===== config.mk =====
export PLATFORM = sky130hd
export DESIGN_NAME = tri_core
export DESIGN_NICKNAME = d
export VERILOG_FILES = /design/src/rtl/tri_core_pkg.sv /design/src/rtl/tri_core_decode.sv /design/src/rtl/tri_core_regfile.sv /design/src/rtl/tri_core_fetch.sv /design/src/rtl/tri_core.sv
export SDC_FILE = /design/constraint.sdc
export NUM_CORES = 2
export LEC_CHECK = 0
export BUFFER_PORTS_ARGS = -buffer_cell sky130_fd_sc_hd__buf_2
export CORE_MARGIN = 2
export CORE_UTILIZATION = 60
export DETAILED_ROUTE_END_ITERATION = 7
export PLACE_DENSITY = 0.77
export SLEW_MARGIN = 25
export SYNTH_ARGS = -nofsm -noshare
export SYNTH_HDL_FRONTEND = slang
export SYNTH_SLANG_ARGS = --single-unit

===== constraint.sdc =====
create_clock -name clk -period 9.9 [get_ports clk]
set_input_delay 1.485 -clock clk [delete_from_list [all_inputs] [get_ports clk]]
set_output_delay 1.485 -clock clk [all_outputs]
set_load 0.02 [all_outputs]

===== src/rtl/tri_core_pkg.sv =====
package tri_core_pkg;

  localparam int unsigned XLEN      = 32;
  localparam int unsigned REG_COUNT = 32;
  localparam int unsigned RIDX_W    = $clog2(REG_COUNT);

  // opcode field values in bits [31:26]
  localparam logic [5:0] OPC_REG  = 6'b000000;
  localparam logic [5:0] OPC_LOAD = 6'b100011;
  localparam logic [5:0] OPC_BREQ = 6'b000100;
  // function field value in bits [5:0] selecting the sum
  localparam logic [5:0] FN_SUM   = 6'b100000;

  typedef struct packed {
    logic [RIDX_W-1:0] src_a;
    logic [RIDX_W-1:0] src_b;
    logic [RIDX_W-1:0] dst;
    logic              rf_we;
    logic              sel_mem;
    logic              is_beq;
    logic [XLEN-1:0]   imm_sx;
  } dec_t;

endpackage


===== src/rtl/tri_core_decode.sv =====
module tri_core_decode
  import tri_core_pkg::*;
(
  input  logic [31:0] instr,
  output dec_t        dec
);

  logic [5:0] opc;
  logic [5:0] fn;
  logic       hit_sum;
  logic       hit_load;

  assign opc      = instr[31:26];
  assign fn       = instr[5:0];
  assign hit_sum  = (opc == OPC_REG) && (fn == FN_SUM);
  assign hit_load = (opc == OPC_LOAD);

  always_comb begin
    dec.src_a   = instr[25:21];
    dec.src_b   = instr[20:16];
    dec.dst     = hit_sum ? instr[15:11] : instr[20:16];
    dec.rf_we   = hit_sum || hit_load;
    dec.sel_mem = hit_load;
    dec.is_beq  = (opc == OPC_BREQ);
    dec.imm_sx  = {{(XLEN-16){instr[15]}}, instr[15:0]};
  end

endmodule


===== src/rtl/tri_core_regfile.sv =====
module tri_core_regfile #(
  parameter  int unsigned XLEN      = tri_core_pkg::XLEN,
  parameter  int unsigned REG_COUNT = tri_core_pkg::REG_COUNT,
  localparam int unsigned IW        = $clog2(REG_COUNT)
) (
  input  logic            clk,
  input  logic            wr_en,
  input  logic [IW-1:0]   wr_idx,
  input  logic [XLEN-1:0] wr_data,
  input  logic [IW-1:0]   rd_idx_a,
  input  logic [IW-1:0]   rd_idx_b,
  output logic [XLEN-1:0] rd_a,
  output logic [XLEN-1:0] rd_b
);

  logic [REG_COUNT-1:0][XLEN-1:0] bank;

  // entry 0 has no storage and always reads zero
  assign bank[0] = '0;

  for (genvar g = 1; g < REG_COUNT; g++) begin : g_reg
    logic [XLEN-1:0] q;
    logic            en;
    assign en = wr_en && (wr_idx == IW'(g));
    always_ff @(posedge clk) begin
      if (en) q <= wr_data;
    end
    assign bank[g] = q;
  end

  assign rd_a = bank[rd_idx_a];
  assign rd_b = bank[rd_idx_b];

endmodule


===== src/rtl/tri_core_fetch.sv =====
module tri_core_fetch #(
  parameter int unsigned XLEN = tri_core_pkg::XLEN
) (
  input  logic            clk,
  input  logic            rst_n,
  input  logic            br_taken,
  input  logic [XLEN-1:0] br_tgt,
  output logic [XLEN-1:0] pc
);

  logic [XLEN-1:0] pc_q, pc_d;
  logic [XLEN-1:0] tgt_q;
  logic            pend_q, pend_d;

  // next state: a pending redirect overrides the sequential step once
  always_comb begin
    pc_d   = pend_q ? tgt_q : pc_q + XLEN'(4);
    pend_d = br_taken;
  end

  always_ff @(posedge clk or negedge rst_n) begin
    if (!rst_n) begin
      pc_q   <= '0;
      pend_q <= 1'b0;
    end else begin
      pc_q   <= pc_d;
      pend_q <= pend_d;
    end
  end

  // target storage is qualified by the pending flag, so it needs no reset
  always_ff @(posedge clk) begin
    if (br_taken) tgt_q <= br_tgt;
  end

  assign pc = pc_q;

endmodule


===== src/rtl/tri_core.sv =====
module tri_core
  import tri_core_pkg::*;
#(
  parameter int unsigned XLEN      = tri_core_pkg::XLEN,
  parameter int unsigned REG_COUNT = tri_core_pkg::REG_COUNT
) (
  input  logic            clk,
  input  logic            rst_n,
  output logic [XLEN-1:0] imem_addr,
  input  logic [31:0]     imem_rdata,
  output logic [XLEN-1:0] dmem_addr,
  input  logic [XLEN-1:0] dmem_rdata
);

  localparam int unsigned IW = $clog2(REG_COUNT);

  logic [1:0]      rst_sync_q;
  logic            core_rst_n;
  dec_t            dec;
  logic [XLEN-1:0] rs_val, rt_val;
  logic [XLEN-1:0] alu_sum, wr_data;
  logic            rf_we;
  logic            br_taken;
  logic [XLEN-1:0] br_tgt;
  logic [XLEN-1:0] pc;

  // asynchronous assertion, synchronous two-stage release
  always_ff @(posedge clk or negedge rst_n) begin
    if (!rst_n) rst_sync_q <= '0;
    else        rst_sync_q <= {rst_sync_q[0], 1'b1};
  end
  assign core_rst_n = rst_sync_q[1];

  tri_core_decode dec_i (
    .instr (imem_rdata),
    .dec   (dec)
  );

  tri_core_regfile #(.XLEN(XLEN), .REG_COUNT(REG_COUNT)) rf_i (
    .clk      (clk),
    .wr_en    (rf_we),
    .wr_idx   (dec.dst[IW-1:0]),
    .wr_data  (wr_data),
    .rd_idx_a (dec.src_a[IW-1:0]),
    .rd_idx_b (dec.src_b[IW-1:0]),
    .rd_a     (rs_val),
    .rd_b     (rt_val)
  );

  assign alu_sum   = rs_val + rt_val;
  assign dmem_addr = rs_val + dec.imm_sx;
  assign wr_data   = dec.sel_mem ? dmem_rdata : alu_sum;
  assign rf_we     = dec.rf_we && core_rst_n;

  assign br_taken  = dec.is_beq && (rs_val == rt_val);
  assign br_tgt    = pc + XLEN'(4) + {dec.imm_sx[XLEN-3:0], 2'b00};

  tri_core_fetch #(.XLEN(XLEN)) fetch_i (
    .clk      (clk),
    .rst_n    (core_rst_n),
    .br_taken (br_taken),
    .br_tgt   (br_tgt),
    .pc       (pc)
  );

  assign imem_addr = pc;

endmodule


# Yosys cells after proc, flatten, opt, wreduce, memory -nomap -nowiden
# Index checks and enable logic that the tools add are counted.
[word_totals] register_bits=1059 latch_bits=0 ramBits=0 rom_bits=0 input_bits=66 n_memories=0
[classes] addsub=4 mul=0 div_mod_pow=0 n_lt_le_gt_ge=2 eq_ne=35 n_shift=0 mux=7 bitwise_logic=0 n_reduce_logical=36
[ops] cell="32-bit binary-select mux with 5-bit select" n=2
[ops] cell="32-bit 2-to-1 mux" n=4
[ops] cell="32-bit adder" n=3
[ops] cell="5-bit equality test (second input constant)" n=16
[ops] cell="5-bit by 4-bit equality test with 1-bit output (second input constant)" n=8
[ops] cell="1-bit logical AND" n=34
[ops] cell="32-bit by 3-bit adder with 32-bit output (second input constant)" n=1
[ops] cell="32-bit equality test" n=1
[ops] cell="5-bit by 3-bit equality test with 1-bit output (second input constant)" n=4
[ops] cell="6-bit equality test (second input constant)" n=2
[ops] cell="5-bit by 6-bit < comparator with 1-bit output (second input constant)" n=2
[ops] cell="5-bit by 2-bit equality test with 1-bit output (second input constant)" n=2
[ops] cell="6-bit by 3-bit equality test with 1-bit output (second input constant)" n=1
[ops] cell="6-bit zero test" n=1
[ops] cell="5-bit by 1-bit equality test with 1-bit output (second input constant)" n=1
[ops] cell="5-bit 2-to-1 mux" n=1
[ops] cell="1-bit logical OR" n=1

# Logic depth before layout (Yosys ltp)
[logic_depth] word_depth=5 mapped_depth=19 mapped_depth_nobuf=16

# By module
# From an unflattened synthesis, not the netlist that was laid out.
[hier_totals] hier_cells=3498 area_unflattened_um2=54930.2
[modules_own_cells] mod="tri_core_regfile" instances=1 cells_per_inst=2455 area_each_um2=46144.3
[modules_own_cells] mod="tri_core" instances=1 cells_per_inst=764 area_each_um2=5592.9
[modules_own_cells] mod="tri_core_fetch" instances=1 cells_per_inst=220 area_each_um2=2725.1
[modules_own_cells] mod="tri_core_decode" instances=1 cells_per_inst=59 area_each_um2=467.9

# Least setup slack after synthesis
# OpenSTA, ideal clock, no wires.
[synth_path] path_kind="input to register" startpoint="in imem_rdata[16]" endpoint="reg fetch_i.tgt_q[0], enable pin" setup_ns=0.504 arrival_time_ns=7.784 required_time_ns=9.396 path_slack_ns=1.612 stages=12 path_buffers=5 path_cell_list="buf_4 buf_2 clkbuf_1 buf_1 mux4_2 mux4_2 mux2_2 ha_1 clkbuf_1 nor4_1 nand4_1 nor4_1"
[synth_via] elab_chain_len=4
[synth_lines] item="start, declared" line="tri_core.sv:10" text="input logic [31:0] imem_rdata,"
[synth_lines] item="32-bit binary-select mux with 5-bit select" line="tri_core_regfile.sv:32" text="assign rd_b = bank[rd_idx_b];"
[synth_lines] item="32-bit 2-to-1 mux (not written as such)" line="tri_core_regfile.sv:32"
[synth_lines] item="32-bit equality test" line="tri_core.sv:55" text="assign br_taken = dec.is_beq && (rs_val == rt_val);"
[synth_lines] item="1-bit logical AND" line="tri_core.sv:55"
[synth_lines] item="via br_taken" line="tri_core.sv:23" text="logic br_taken;"
[synth_lines] item="end signal, assigned" line="tri_core_fetch.sv:33" text="if (br_taken) tgt_q <= br_tgt;"
[synth_lines] item="end, declared" line="tri_core_fetch.sv:12" text="logic [XLEN-1:0] tgt_q;"
# The timed path passes the listed nets, and every way through them passes these cells. The select of a mux whose other input is x is not followed.
# A chain may end at the register's enable or synchronous reset.

# Final worst setup path
[layout_path] startpoint="in imem_rdata[21]" endpoint="out dmem_addr[25]"
[layout_via] elab_chain_len=3
[layout_lines] item="32-bit binary-select mux with 5-bit select" line="tri_core_regfile.sv:31" text="assign rd_a = bank[rd_idx_a];"
[layout_lines] item="32-bit 2-to-1 mux (not written as such)" line="tri_core_regfile.sv:31"
[layout_lines] item="32-bit adder" line="tri_core.sv:51" text="assign dmem_addr = rs_val + dec.imm_sx;"
[layout_lines] item="end, declared" line="tri_core.sv:11" text="output logic [XLEN-1:0] dmem_addr,"
# No other way between the ends. The select of a mux whose other input is x is not followed.

==> results.toml <==
[critical_path]
cp_max_fo = 57
crit_path_start_kind = "input port"
crit_required_ns = 8.42
crit_path_end_kind = "output port"
critical_path_class = "input port to output port"
worstPathArrival_ns = 6.55

[layout]
multi_input_area_mm2 = 0.0215
drive_gt1_share_pct = 37.0
syn_to_final_growth_pct = 11.4
final.fill_count = 5493
fin_nets = 3229
regArea_mm2 = 0.0316

[yosys]
synthFlopType = "edfxtp_1"
synthDistinctLibCells = 69
synth_edf_count = 1024
synth_common_cells = "1024 x edfxtp_1, 576 x mux4_2, 154 x mux2_2, 124 x clkbuf_1, 103 x nor2_1"
synth_top_area_share_pct = 57.3
yosysWarnings = 0
synth.area.top_cells = "edfxtp_1 57%, mux4_2 24%, mux2_2 3.2%"
syn_inst = 2932
syn_area_mm2 = 0.0536
async_flop_share_pct = 3.31
ys_ff_latch = 1059
syn_nets = 3093
ys_seq_area_share_pct = 59.0
synth_area_per_cell_um2 = 18.3
synthMostInstantiatedCell = "edfxtp_1"
synth_top_area_cell = "edfxtp_1"

[sta]
worst_slew_pin_slew_ns = 1.07
finalSetupViolCount = 0
max_freq_mhz = 124
final.setup.tns_ns = 0
period_share_pct = 81.2
rsz0062_at_grt = "false"
fin_crit_ns = 8.03
relSlewSlack_pct = 27.8
fin_skew_ns = 0.0421
maxSlewViolCount = 0
hold_viol = 0

[run_status]
status = "finished, violations left"
failed_checks = "design-rule violations"

[cts]
cts_hold_buf = 0
cts_tree = "built"
clock_sinks = 1059
path_clk_slew_ns = 0.06
postCtsSetupBuffers = 0
post_cts_resized = 0
htreeDepth = 3
root_buffer = "clkbuf_16"
numCtsBuffers = 107
max-clock-path-buffers = 3
clk_latency_ns = 0.70

[power_and_ir_drop]
leakagePower_nw = 19.9
power_density_mw_per_mm2 = 201
switching_power_mw = 3.24
ir_drop_v = 0.000159
switching_share_pct = 27.0
finalPower_mw = 12.0
p_int_mw = 8.76
power_frac_clock_pct = 34.7
p_comb_share_pct = 18.8
seqPwrFrac_pct = 46.5

[die]
die_w_um = 303
dieArea_mm2 = 0.0918
core_mm2 = 0.0885
io_pins = 130
initial_utilization_pct = 60.6
rows = 109
die_h_um = 303

[placement]
port_buffers = 129
gp_congestion = 0.929
dp_hpwl_mm = 87.8

[routing]
first_pass_iters = 8
drt-total-wl_mm = 153
via_count = 32700
drtAntennaViolNets = 0
drcViolationCount = 48
vias_per_cell = 7.55
wl_per_cell_um = 35.3
drt_first_iter_violations = 4787

[global_routing]
grt_first_pass_wirelength_mm = 219
grt_pass1_vias = 32400
grt_max_degree = 124
antenna_found_initial = 6
track_usage_pct = 33.6
gr-total-overflow = 0

[worst_hold_path]
hold_class = "register to asynchronous set/reset pin"

[run]
maxCapViolCount = 0
## per-stage QoR
stage	util [%]	std cells	instance area [um^2]	worst slack, ns	hold slack [ns]
floorplan	-	2932	53600	1.61	0.331
global placement	63.3	4123	56000	1.72	0.304
detailed placement	63.3	4123	56000	1.67	0.319
CTS	67.4	4325	59600	1.69	0.324
global route	67.5	4326	59700	1.45	0.354
finish	67.5	4328	59700	1.87	0.296
## final timing paths
path                                     startpoint                   end  slack [ns]  depth (start not counted)
worst max-delay path                 imem_rdata[21]         dmem_addr[25]        1.87                         16
worst min-delay path                  rst_sync_q[1]         fetch_i.pc[3]        0.30                          1
worst max register to register  rf_i.g_reg[31].q[1]  rf_i.g_reg[26].q[17]        4.23                         14
worst min register to register        rst_sync_q[1]         fetch_i.pc[3]        0.30                          1
max in group asynchronous             rst_sync_q[1]        fetch_i.pc[18]        9.21                          1
min in group clk                      rst_sync_q[0]         rst_sync_q[1]        0.35                          0
## cell type report
type	instances	area share, %
multi-input combinational	1649	35.9
sequential	1059	52.9
clock inverter	69	1.30
antenna	2	0.00838
clock buffer	133	4.75
timing repair buffer	219	2.44
tap	1165	2.44
inverter	32	0.201
## power by group through the flow
stage               combinational [mW]  sequential (mW)  clock (mW)
finish                            2.25             5.58        4.16
global route                      2.42             5.59        4.36
CTS                               2.20             5.59        4.19
detailed placement                2.19             5.68           0
global placement                  2.10             5.68           0
floorplan                         1.42             5.72           0
## layout by cell type, fill, tap and decap left out, types with 14 or more instances in the layout
cell,Yosys,final
a21o_1,45,45
a21oi_1,91,90
a22o_1,63,63
a31oi_1,16,14
and3_1,22,21
buf_2,25,121
buf_4,4,87
bufinv_16,0,15
clkbuf_1,124,22
clkbuf_16,0,109
clkinv_1,0,18
clkinv_2,0,20
dfrtp_1,35,35
edfxtp_1,1024,1024
ha_1,92,92
inv_1,32,32
mux2_2,154,154
mux4_2,576,576
nand2_1,84,84
nand2b_1,14,14
nand3_1,32,29
nand4_1,15,15
nor2_1,103,72
nor2_4,0,31
nor3_1,22,21
o21a_1,16,16
o21ai_0,43,35
xnor2_1,65,65
xor2_1,37,37
## sequential cells by signal, indices dropped and copies added (netlist names)
name and count:
fetch_i.pc 32, fetch_i.pend_q 1, fetch_i.tgt_q 32, rf_i.g.q 992, rst_sync_q 2
## cell families after synthesis
group | count (synthesis) | share of synthesized area (%)
DFF | 1059 | 59.0
muxes | 740 | 27.6
and+or+nand+nor | 363 | 3.34
AOI/OAI and AO/OA | 347 | 4.43
buffers and inverters | 224 | 1.68
xor gates and xnor gates | 103 | 1.70
adders and majority gates | 95 | 2.26
other | 1 | 0.00699
## metal layers
metal / routed length (um) / up-vias / share of wire (%) / track usage, %
li1: - / 12700 / - / -
met1: 53900 / 16900 / 35 / 46.3
met2: 71400 / 2587 / 47 / 51.9
met3: 20300 / 485 / 13 / 8.38
met4: 7040 / 16 / 4.6 / 14.3
met5: 106 / - / 0.069 / 0
## worst max-delay path, cell delays in order
cell and delay (ns):
buf_8 0.34, buf_16 0.37, buf_12 0.41, mux4_2 0.57, mux4_2 0.51, mux2_2 0.39, ha_1 0.36, a21oi_1 0.22
o21ai_0 0.12, a21o_1 0.17, a31oi_1 0.32, o21ai_1 0.28, a211o_1 0.33, a21oi_1 0.18, xnor2_1 0.14, buf_2 0.19
No activity file was read; power rests on OpenSTA's default activity.
